### src/rtl/fes_pkg.sv
package fes_pkg;
  localparam int OP_W = 4;

  typedef enum logic [3:0] {
    OP_NOP   = 4'd0,
    OP_LOAD  = 4'd1,
    OP_STORE = 4'd2,
    OP_ADD   = 4'd3,
    OP_SUB   = 4'd4,
    OP_AND   = 4'd5,
    OP_JUMP  = 4'd6,
    OP_RETI  = 4'd7
  } op_e;

  typedef enum logic [3:0] {
    ST_FADDR,
    ST_FWAIT,
    ST_FLOAD,
    ST_DECODE,
    ST_DWAIT,
    ST_ALU,
    ST_CHECK,
    ST_PUSH,
    ST_PWAIT,
    ST_POP,
    ST_OWAIT,
    ST_OLOAD
  } state_e;

  typedef enum logic [1:0] {
    ALU_PASS,
    ALU_ADD,
    ALU_SUB,
    ALU_AND
  } alu_e;
endpackage

### src/rtl/fes_alu.sv
module fes_alu import fes_pkg::*; #(
  parameter int W = 16
) (
  input  alu_e         op,
  input  logic [W-1:0] a,
  input  logic [W-1:0] b,
  output logic [W-1:0] y,
  output logic         zero,
  output logic         ovf
);
  always_comb begin
    y   = b;
    ovf = 1'b0;
    case (op)
      ALU_ADD: begin
        y   = a + b;
        ovf = (a[W-1] == b[W-1]) && (y[W-1] != a[W-1]);
      end
      ALU_SUB: begin
        y   = a - b;
        ovf = (a[W-1] != b[W-1]) && (y[W-1] != a[W-1]);
      end
      ALU_AND: y = a & b;
      default: y = b;
    endcase
    zero = (y == '0);
  end
endmodule

### src/rtl/fes_sp.sv
module fes_sp #(
  parameter int AW = 12
) (
  input  logic          clk,
  input  logic          rst,
  input  logic          push,
  input  logic          pop,
  output logic [AW-1:0] push_addr,
  output logic [AW-1:0] pop_addr
);
  logic [AW-1:0] sp_q;

  always_ff @(posedge clk) begin
    if (rst)       sp_q <= '1;
    else if (push) sp_q <= sp_q - 1'b1;
    else if (pop)  sp_q <= sp_q + 1'b1;
  end

  assign push_addr = sp_q;
  assign pop_addr  = sp_q + 1'b1;
endmodule

### src/rtl/fes_memif.sv
module fes_memif #(
  parameter int DW = 16,
  parameter int AW = 12
) (
  input  logic          clk,
  input  logic          rst,
  input  logic          mar_ld,
  input  logic [AW-1:0] mar_d,
  input  logic          mbr_ld,
  input  logic [DW-1:0] mbr_d,
  input  logic          rd_go,
  input  logic          wr_go,
  output logic          done,
  output logic [DW-1:0] mbr_q,
  output logic [AW-1:0] mem_addr,
  output logic [DW-1:0] mem_wdata,
  input  logic [DW-1:0] mem_rdata,
  output logic          mem_rd,
  output logic          mem_wr,
  input  logic          mem_ready
);
  logic [AW-1:0] mar_q;
  logic          rd_q, wr_q;

  always_ff @(posedge clk) begin
    if (rst) begin
      mar_q <= '0;
      mbr_q <= '0;
      rd_q  <= 1'b0;
      wr_q  <= 1'b0;
    end else begin
      if (mar_ld) mar_q <= mar_d;
      if (mbr_ld)                 mbr_q <= mbr_d;
      else if (rd_q && mem_ready) mbr_q <= mem_rdata;
      if (rd_q || wr_q) begin
        if (mem_ready) begin
          rd_q <= 1'b0;
          wr_q <= 1'b0;
        end
      end else begin
        rd_q <= rd_go;
        wr_q <= wr_go && !rd_go;
      end
    end
  end

  assign done      = (rd_q || wr_q) && mem_ready;
  assign mem_addr  = mar_q;
  assign mem_wdata = mbr_q;
  assign mem_rd    = rd_q;
  assign mem_wr    = wr_q;
endmodule

### src/rtl/fetch_exec_seq.sv
module fetch_exec_seq import fes_pkg::*; #(
  parameter int DATA_W = 16,
  parameter logic [DATA_W-OP_W-1:0] ISR_VEC = 'h0C0
) (
  input  logic                   clk,
  input  logic                   rst,
  input  logic                   irq,
  output logic [DATA_W-OP_W-1:0] mem_addr,
  output logic [DATA_W-1:0]      mem_wdata,
  input  logic [DATA_W-1:0]      mem_rdata,
  output logic                   mem_rd,
  output logic                   mem_wr,
  input  logic                   mem_ready,
  output logic [DATA_W-OP_W-1:0] pc_o,
  output logic [DATA_W-1:0]      acc_o,
  output logic                   zero_o,
  output logic                   ovf_o,
  output logic                   in_svc_o
);
  localparam int ADDR_W = DATA_W - OP_W;
  localparam int CTX_N  = 4;
  localparam int IDX_W  = $clog2(CTX_N);
  localparam logic [IDX_W-1:0] IDX_LAST = IDX_W'(CTX_N - 1);

  state_e            st_q, st_n;
  logic [ADDR_W-1:0] pc_q;
  logic [DATA_W-1:0] acc_q, cir_q;
  logic              zero_q, ovf_q, svc_q;
  logic [IDX_W-1:0]  idx_q;

  logic              mar_ld, mbr_ld, rd_go, wr_go, done;
  logic [ADDR_W-1:0] mar_d;
  logic [DATA_W-1:0] mbr_d, mbr_q, ctx_word;
  logic              sp_push, sp_pop;
  logic [ADDR_W-1:0] push_addr, pop_addr;
  logic [DATA_W-1:0] alu_y;
  logic              alu_z, alu_v;
  alu_e              alu_op;
  op_e               op;
  logic [ADDR_W-1:0] ir_addr;

  assign op      = op_e'(cir_q[DATA_W-1 -: OP_W]);
  assign ir_addr = cir_q[ADDR_W-1:0];

  always_comb begin
    case (op)
      OP_ADD:  alu_op = ALU_ADD;
      OP_SUB:  alu_op = ALU_SUB;
      OP_AND:  alu_op = ALU_AND;
      default: alu_op = ALU_PASS;
    endcase
  end

  always_comb begin
    case (idx_q)
      2'd0:    ctx_word = DATA_W'(pc_q);
      2'd1:    ctx_word = {{(DATA_W-2){1'b0}}, ovf_q, zero_q};
      2'd2:    ctx_word = acc_q;
      default: ctx_word = cir_q;
    endcase
  end

  fes_memif #(.DW(DATA_W), .AW(ADDR_W)) u_memif (
    .clk(clk), .rst(rst),
    .mar_ld(mar_ld), .mar_d(mar_d), .mbr_ld(mbr_ld), .mbr_d(mbr_d),
    .rd_go(rd_go), .wr_go(wr_go), .done(done), .mbr_q(mbr_q),
    .mem_addr(mem_addr), .mem_wdata(mem_wdata), .mem_rdata(mem_rdata),
    .mem_rd(mem_rd), .mem_wr(mem_wr), .mem_ready(mem_ready)
  );

  fes_sp #(.AW(ADDR_W)) u_sp (
    .clk(clk), .rst(rst), .push(sp_push), .pop(sp_pop),
    .push_addr(push_addr), .pop_addr(pop_addr)
  );

  fes_alu #(.W(DATA_W)) u_alu (
    .op(alu_op), .a(acc_q), .b(mbr_q), .y(alu_y), .zero(alu_z), .ovf(alu_v)
  );

  always_comb begin
    st_n    = st_q;
    mar_ld  = 1'b0;
    mar_d   = pc_q;
    mbr_ld  = 1'b0;
    mbr_d   = acc_q;
    rd_go   = 1'b0;
    wr_go   = 1'b0;
    sp_push = 1'b0;
    sp_pop  = 1'b0;
    case (st_q)
      ST_FADDR: begin
        mar_ld = 1'b1;
        rd_go  = 1'b1;
        st_n   = ST_FWAIT;
      end
      ST_FWAIT: if (done) st_n = ST_FLOAD;
      ST_FLOAD: st_n = ST_DECODE;
      ST_DECODE: begin
        case (op)
          OP_LOAD, OP_ADD, OP_SUB, OP_AND: begin
            mar_ld = 1'b1;
            mar_d  = ir_addr;
            rd_go  = 1'b1;
            st_n   = ST_DWAIT;
          end
          OP_STORE: begin
            mar_ld = 1'b1;
            mar_d  = ir_addr;
            mbr_ld = 1'b1;
            wr_go  = 1'b1;
            st_n   = ST_DWAIT;
          end
          OP_RETI: st_n = svc_q ? ST_POP : ST_CHECK;
          default: st_n = ST_CHECK;
        endcase
      end
      ST_DWAIT: if (done) st_n = (op == OP_STORE) ? ST_CHECK : ST_ALU;
      ST_ALU:   st_n = ST_CHECK;
      ST_CHECK: st_n = (irq && !svc_q) ? ST_PUSH : ST_FADDR;
      ST_PUSH: begin
        mar_ld  = 1'b1;
        mar_d   = push_addr;
        mbr_ld  = 1'b1;
        mbr_d   = ctx_word;
        wr_go   = 1'b1;
        sp_push = 1'b1;
        st_n    = ST_PWAIT;
      end
      ST_PWAIT: if (done) st_n = (idx_q == IDX_LAST) ? ST_FADDR : ST_PUSH;
      ST_POP: begin
        mar_ld = 1'b1;
        mar_d  = pop_addr;
        rd_go  = 1'b1;
        sp_pop = 1'b1;
        st_n   = ST_OWAIT;
      end
      ST_OWAIT: if (done) st_n = ST_OLOAD;
      ST_OLOAD: st_n = (idx_q == IDX_LAST) ? ST_CHECK : ST_POP;
      default:  st_n = ST_FADDR;
    endcase
  end

  always_ff @(posedge clk) begin
    if (rst) begin
      st_q   <= ST_FADDR;
      pc_q   <= '0;
      acc_q  <= '0;
      cir_q  <= '0;
      zero_q <= 1'b0;
      ovf_q  <= 1'b0;
      svc_q  <= 1'b0;
      idx_q  <= '0;
    end else begin
      st_q <= st_n;
      case (st_q)
        ST_FADDR:  pc_q  <= pc_q + 1'b1;
        ST_FLOAD:  cir_q <= mbr_q;
        ST_DECODE: if (op == OP_JUMP) pc_q <= ir_addr;
        ST_ALU: begin
          acc_q <= alu_y;
          if (op != OP_LOAD) begin
            zero_q <= alu_z;
            ovf_q  <= alu_v;
          end
        end
        ST_CHECK: idx_q <= '0;
        ST_PWAIT: if (done) begin
          if (idx_q == IDX_LAST) begin
            pc_q  <= ISR_VEC;
            svc_q <= 1'b1;
            idx_q <= '0;
          end else begin
            idx_q <= idx_q + 1'b1;
          end
        end
        ST_OLOAD: begin
          case (idx_q)
            2'd0:    cir_q <= mbr_q;
            2'd1:    acc_q <= mbr_q;
            2'd2:    {ovf_q, zero_q} <= mbr_q[1:0];
            default: pc_q <= mbr_q[ADDR_W-1:0];
          endcase
          if (idx_q == IDX_LAST) begin
            svc_q <= 1'b0;
            idx_q <= '0;
          end else begin
            idx_q <= idx_q + 1'b1;
          end
        end
        default: ;
      endcase
    end
  end

  assign pc_o     = pc_q;
  assign acc_o    = acc_q;
  assign zero_o   = zero_q;
  assign ovf_o    = ovf_q;
  assign in_svc_o = svc_q;
endmodule

### config.mk
export PLATFORM = sky130hd
export DESIGN_NAME = fetch_exec_seq
export DESIGN_NICKNAME = d
export VERILOG_FILES = /design/src/rtl/fes_pkg.sv /design/src/rtl/fes_alu.sv /design/src/rtl/fes_sp.sv /design/src/rtl/fes_memif.sv /design/src/rtl/fetch_exec_seq.sv
export SDC_FILE = /design/constraint.sdc
export NUM_CORES = 1
export LEC_CHECK = 0
export BUFFER_PORTS_ARGS = -buffer_cell sky130_fd_sc_hd__buf_2
export CORE_UTILIZATION = 57
export DETAILED_ROUTE_END_ITERATION = 8
export GPL_TIMING_DRIVEN = 1
export PLACE_DENSITY = 0.89
export SETUP_SLACK_MARGIN = 0.1
export SYNTH_ARGS = -nofsm -noshare
export SYNTH_HDL_FRONTEND = slang
export SYNTH_SLANG_ARGS = --single-unit
### constraint.sdc
create_clock -name clk -period 3.7 [get_ports clk]
set_clock_uncertainty 0.1 [all_clocks]
set_input_delay 0.925 -clock clk [delete_from_list [all_inputs] [get_ports clk]]
set_output_delay 0.925 -clock clk [all_outputs]
set_load 0.01 [all_outputs]
==> results.tsv <==
metric	value	unit
Gate Count Post-Synth	1041	
setup violation total in the final timing report	0	
Net Sw Power	2.093	mW
TritonCTS clock tree	built	
Final Util	65.58	%
Slew Limit Fails	0	
FF-to-FF End	zero_o$_SDFFE_PP0P_	
H-Tree Depth	3	
Tcrit/Tclk final	91.07	%
share of layout cells above drive strength 1	13.31	%
Worst-Skew Late Latency	0.35	ns
RSZ-0062 raised after global routing	false	
run status	completed	
number of synthesized flops with an enable pin	0	
share of the synthesized area in the top cell type	25.27	%
register area share after synthesis	25.27	%
DIE HEIGHT	116.9	um
Worst VDD drop	0.3438	mV
drt first-iter violations	1278	
initial core utilization	59.17	%
largest net degree at the start of global routing	74	
GP Congestion	0.9542	
Syn Nets	1106	
routed wire length per instance	18.93	um
# IOs	81	
cell area after synthesis	7527	um^2
Core ar.	12720	um^2
Flop pwr share	29.8	%
CTS max path bufs	2	
Crit path depth	11	
R2R depth	11	
Synth cell types	82	
clock slew at reported path FFs	0.06	ns
CTS buffer count	9	
router iterations before antenna repair	7	
Crit path buffers/inverters	1	
pwr dens	575.2	nW/um^2
Warnings, synthesis	0	
gr ovfl total	0	
Sw Share	43.62	%
Final Critical Period	3.369	ns
GRT Util Overall	35.13	%
HPWL Detailed	17000	um
Routed Wire Length	23740	um
area leader, netlist	dfxtp_1	
# Max-Cap Violations	0	
first-pass GRT wire length	37760	um
Seq cells post-synth	95	
worst slew pin tran	1.298	ns
largest cells by area after synthesis	dfxtp_1, ha_1, nor2_1, a21oi_1, nand2_1	
clock power share	20.1	%
Critical Path Fanout Max	10	
I/O Buffers	80	
critical path capture point type	flip-flop	
initial antenna violation count	0	
Worst R2R Start	u_memif.mbr_q[6]$_SDFFE_PP0P_	
Cell Rows	41	
Root Driver	clkbuf_16	
via/cell ratio	6.781	
Worst setup SP type	flip-flop	
number of clock sinks	95	
setup tns final	0	ns
Critical Path End	zero_o$_SDFFE_PP0P_	
ys async rst share	0	%
worst reg-to-reg setup slack	0.33	ns
Die X	116.9	um
Rel. slew slack	12.86	%
final hold violation count	0	
logic gate share of total power	50.1	%
Post-route DRC	0	
P&R area growth vs syn	10.84	%
Max Clk Rate	296.8	MHz
Static Leakage	3.352	nW
HP Class	reg2reg	
n_diodes	0	
Die Area	13670	um^2
critical-path cell list	inv_1, ha_1, a21o_1, or3_1, o21a_1, a31oi_2, o21ai_1, xor2_1, a221oi_2, nor2_1, o41ai_2	
# resized after CTS	0	
average size of a mapped cell	7.231	um^2
crit-path max cell delay	0.55	ns
required time worst endpoint	3.86	ns
nets@finish	1142	
Internal Pwr Total	2.706	mW
top_reg_cell synth	dfxtp_1	
DRT antenna net count	0	
# fillers	1159	
# hold bufs at CTS	0	
Vias	8504	
number of global-route vias before repair	7419	
critical path startpoint	u_memif.mbr_q[6]$_SDFFE_PP0P_	
WP data arrival	3.53	ns
Top Family by Delay on Critical Path	compound AO/OA/AOI/OAI gates	
Slowest-stage cell, CP	dfxtp_1	
post-CTS setup buffer count	0	
critical setup path kind	reg2reg	
-- registers in the layout (all words and copies together) (netlist names) --
name              cells
u_memif.mbr_q        16
idx_q                 2
st_q                  4
u_sp.push_addr       12
acc_o                16
cir_q                16
ovf_o                 1
u_memif.mem_wr        1
in_svc_o              1
pc_o                 12
u_memif.mem_rd        1
zero_o                1
u_memif.mem_addr     12
-- synth_stat cells (15+ instances only) --
cell type and n:
ha_1 43, a21oi_1 91, inv_1 46, nand3_1 36
nor2_1 131, mux2i_1 16, clkbuf_1 70, xnor2_1 15
nand2_1 101, nor3_1 35, dfxtp_1 95, a31oi_1 16
a221oi_1 27, o21ai_0 59, and3_1 21
-- cell usage in the layout, fill, tap and decap left out, types with 14 or more instances in the layout --
cell type / n
a31oi_1: 16
buf_2: 80
a22oi_1: 14
dfxtp_1: 95
a21oi_1: 89
nand3_1: 36
nor3_1: 35
inv_1: 46
mux2i_1: 16
buf_4: 27
ha_1: 43
nand2_1: 101
o21ai_0: 59
nor2_1: 129
xnor2_1: 15
a221oi_1: 26
and3_1: 21
-- worst min-delay path by stage --
stage / start / end / slack [ns] / cells past startpoint
floorplan: idx_q[1]$_SDFFE_PP0P_ / idx_q[1]$_SDFFE_PP0P_ / 0.38 / 2
global placement: u_memif.mem_addr[3]$_SDFFE_PP0P_ / u_memif.mem_addr[3]$_SDFFE_PP0P_ / 0.38 / 2
detailed placement: u_memif.mem_addr[1]$_SDFFE_PP0P_ / u_memif.mem_addr[1]$_SDFFE_PP0P_ / 0.39 / 2
CTS: u_memif.mem_addr[1]$_SDFFE_PP0P_ / u_memif.mem_addr[1]$_SDFFE_PP0P_ / 0.40 / 2
global route: u_memif.mem_addr[0]$_SDFFE_PP0P_ / u_memif.mem_addr[0]$_SDFFE_PP0P_ / 0.43 / 2
finish: u_memif.mem_addr[1]$_SDFFE_PP0P_ / u_memif.mem_addr[1]$_SDFFE_PP0P_ / 0.39 / 2
-- stage by stage --
stage          instances  hold slack, ns  setup WS (ns)  power (mW)  cell area (um^2)
4_1_cts             1254          0.4013         0.3729       4.724              8343
3_3_place_gp        1238          0.3782         0.3968       3.713              8035
3_5_place_dp        1238          0.3887         0.4212       3.758              8035
6_report            1254          0.3940         0.3305       4.799              8343
2_1_floorplan       1041          0.3807         0.8011       3.115              7527
5_1_grt             1254          0.4340         0.1552       5.095              8343
-- final cells by class --
class	count	area, um^2	share of cell area (%)
multi-input cells	816	5135	61.55
flip-flops and latches	95	1902	22.80
repair buffers	107	603.1	7.229
clock buffers	12	256.5	3.074
well taps	172	215.2	2.579
inverters	48	180.2	2.160
clock inverters	4	51.30	0.6149
-- power by group through the flow --
stage	Sequential [mW]	Clock [mW]	Combinational, mW
floorplan	1.43	0	1.68
global placement	1.44	0	2.28
detailed placement	1.44	0	2.31
CTS	1.42	0.966	2.34
global route	1.45	1.01	2.63
finish	1.43	0.963	2.41
-- worst register-to-register path: stages, from the launching register on --
cell      delay, ns
dfxtp_1        0.55
inv_1          0.12
ha_1           0.46
a21o_1         0.24
or3_1          0.35
o21a_1         0.24
a31oi_2        0.26
o21ai_1        0.14
xor2_1         0.16
a221oi_2       0.27
nor2_1         0.10
o41ai_2        0.30
-- layer usage --
metal / vias up / track usage (%) / part of all wire, %
met5: - / 0 / 0
met4: 0 / 14.60 / 3.7
met2: 637 / 54.28 / 44
met3: 102 / 6.797 / 11
met1: 3884 / 47.96 / 42
li1: 3881 / - / -
-- cells by family after synthesis --
group / after synthesis / synth area share, %
AOI/OAI and AO/OA: 338 / 30.97
muxes: 17 / 2.277
buffers and inverters: 130 / 6.765
xor gates and xnor gates: 27 / 3.142
adders and majority gates: 45 / 7.680
and+or+nand+nor: 389 / 23.90
DFF: 95 / 25.27
(Power assumes the default switching activity.)
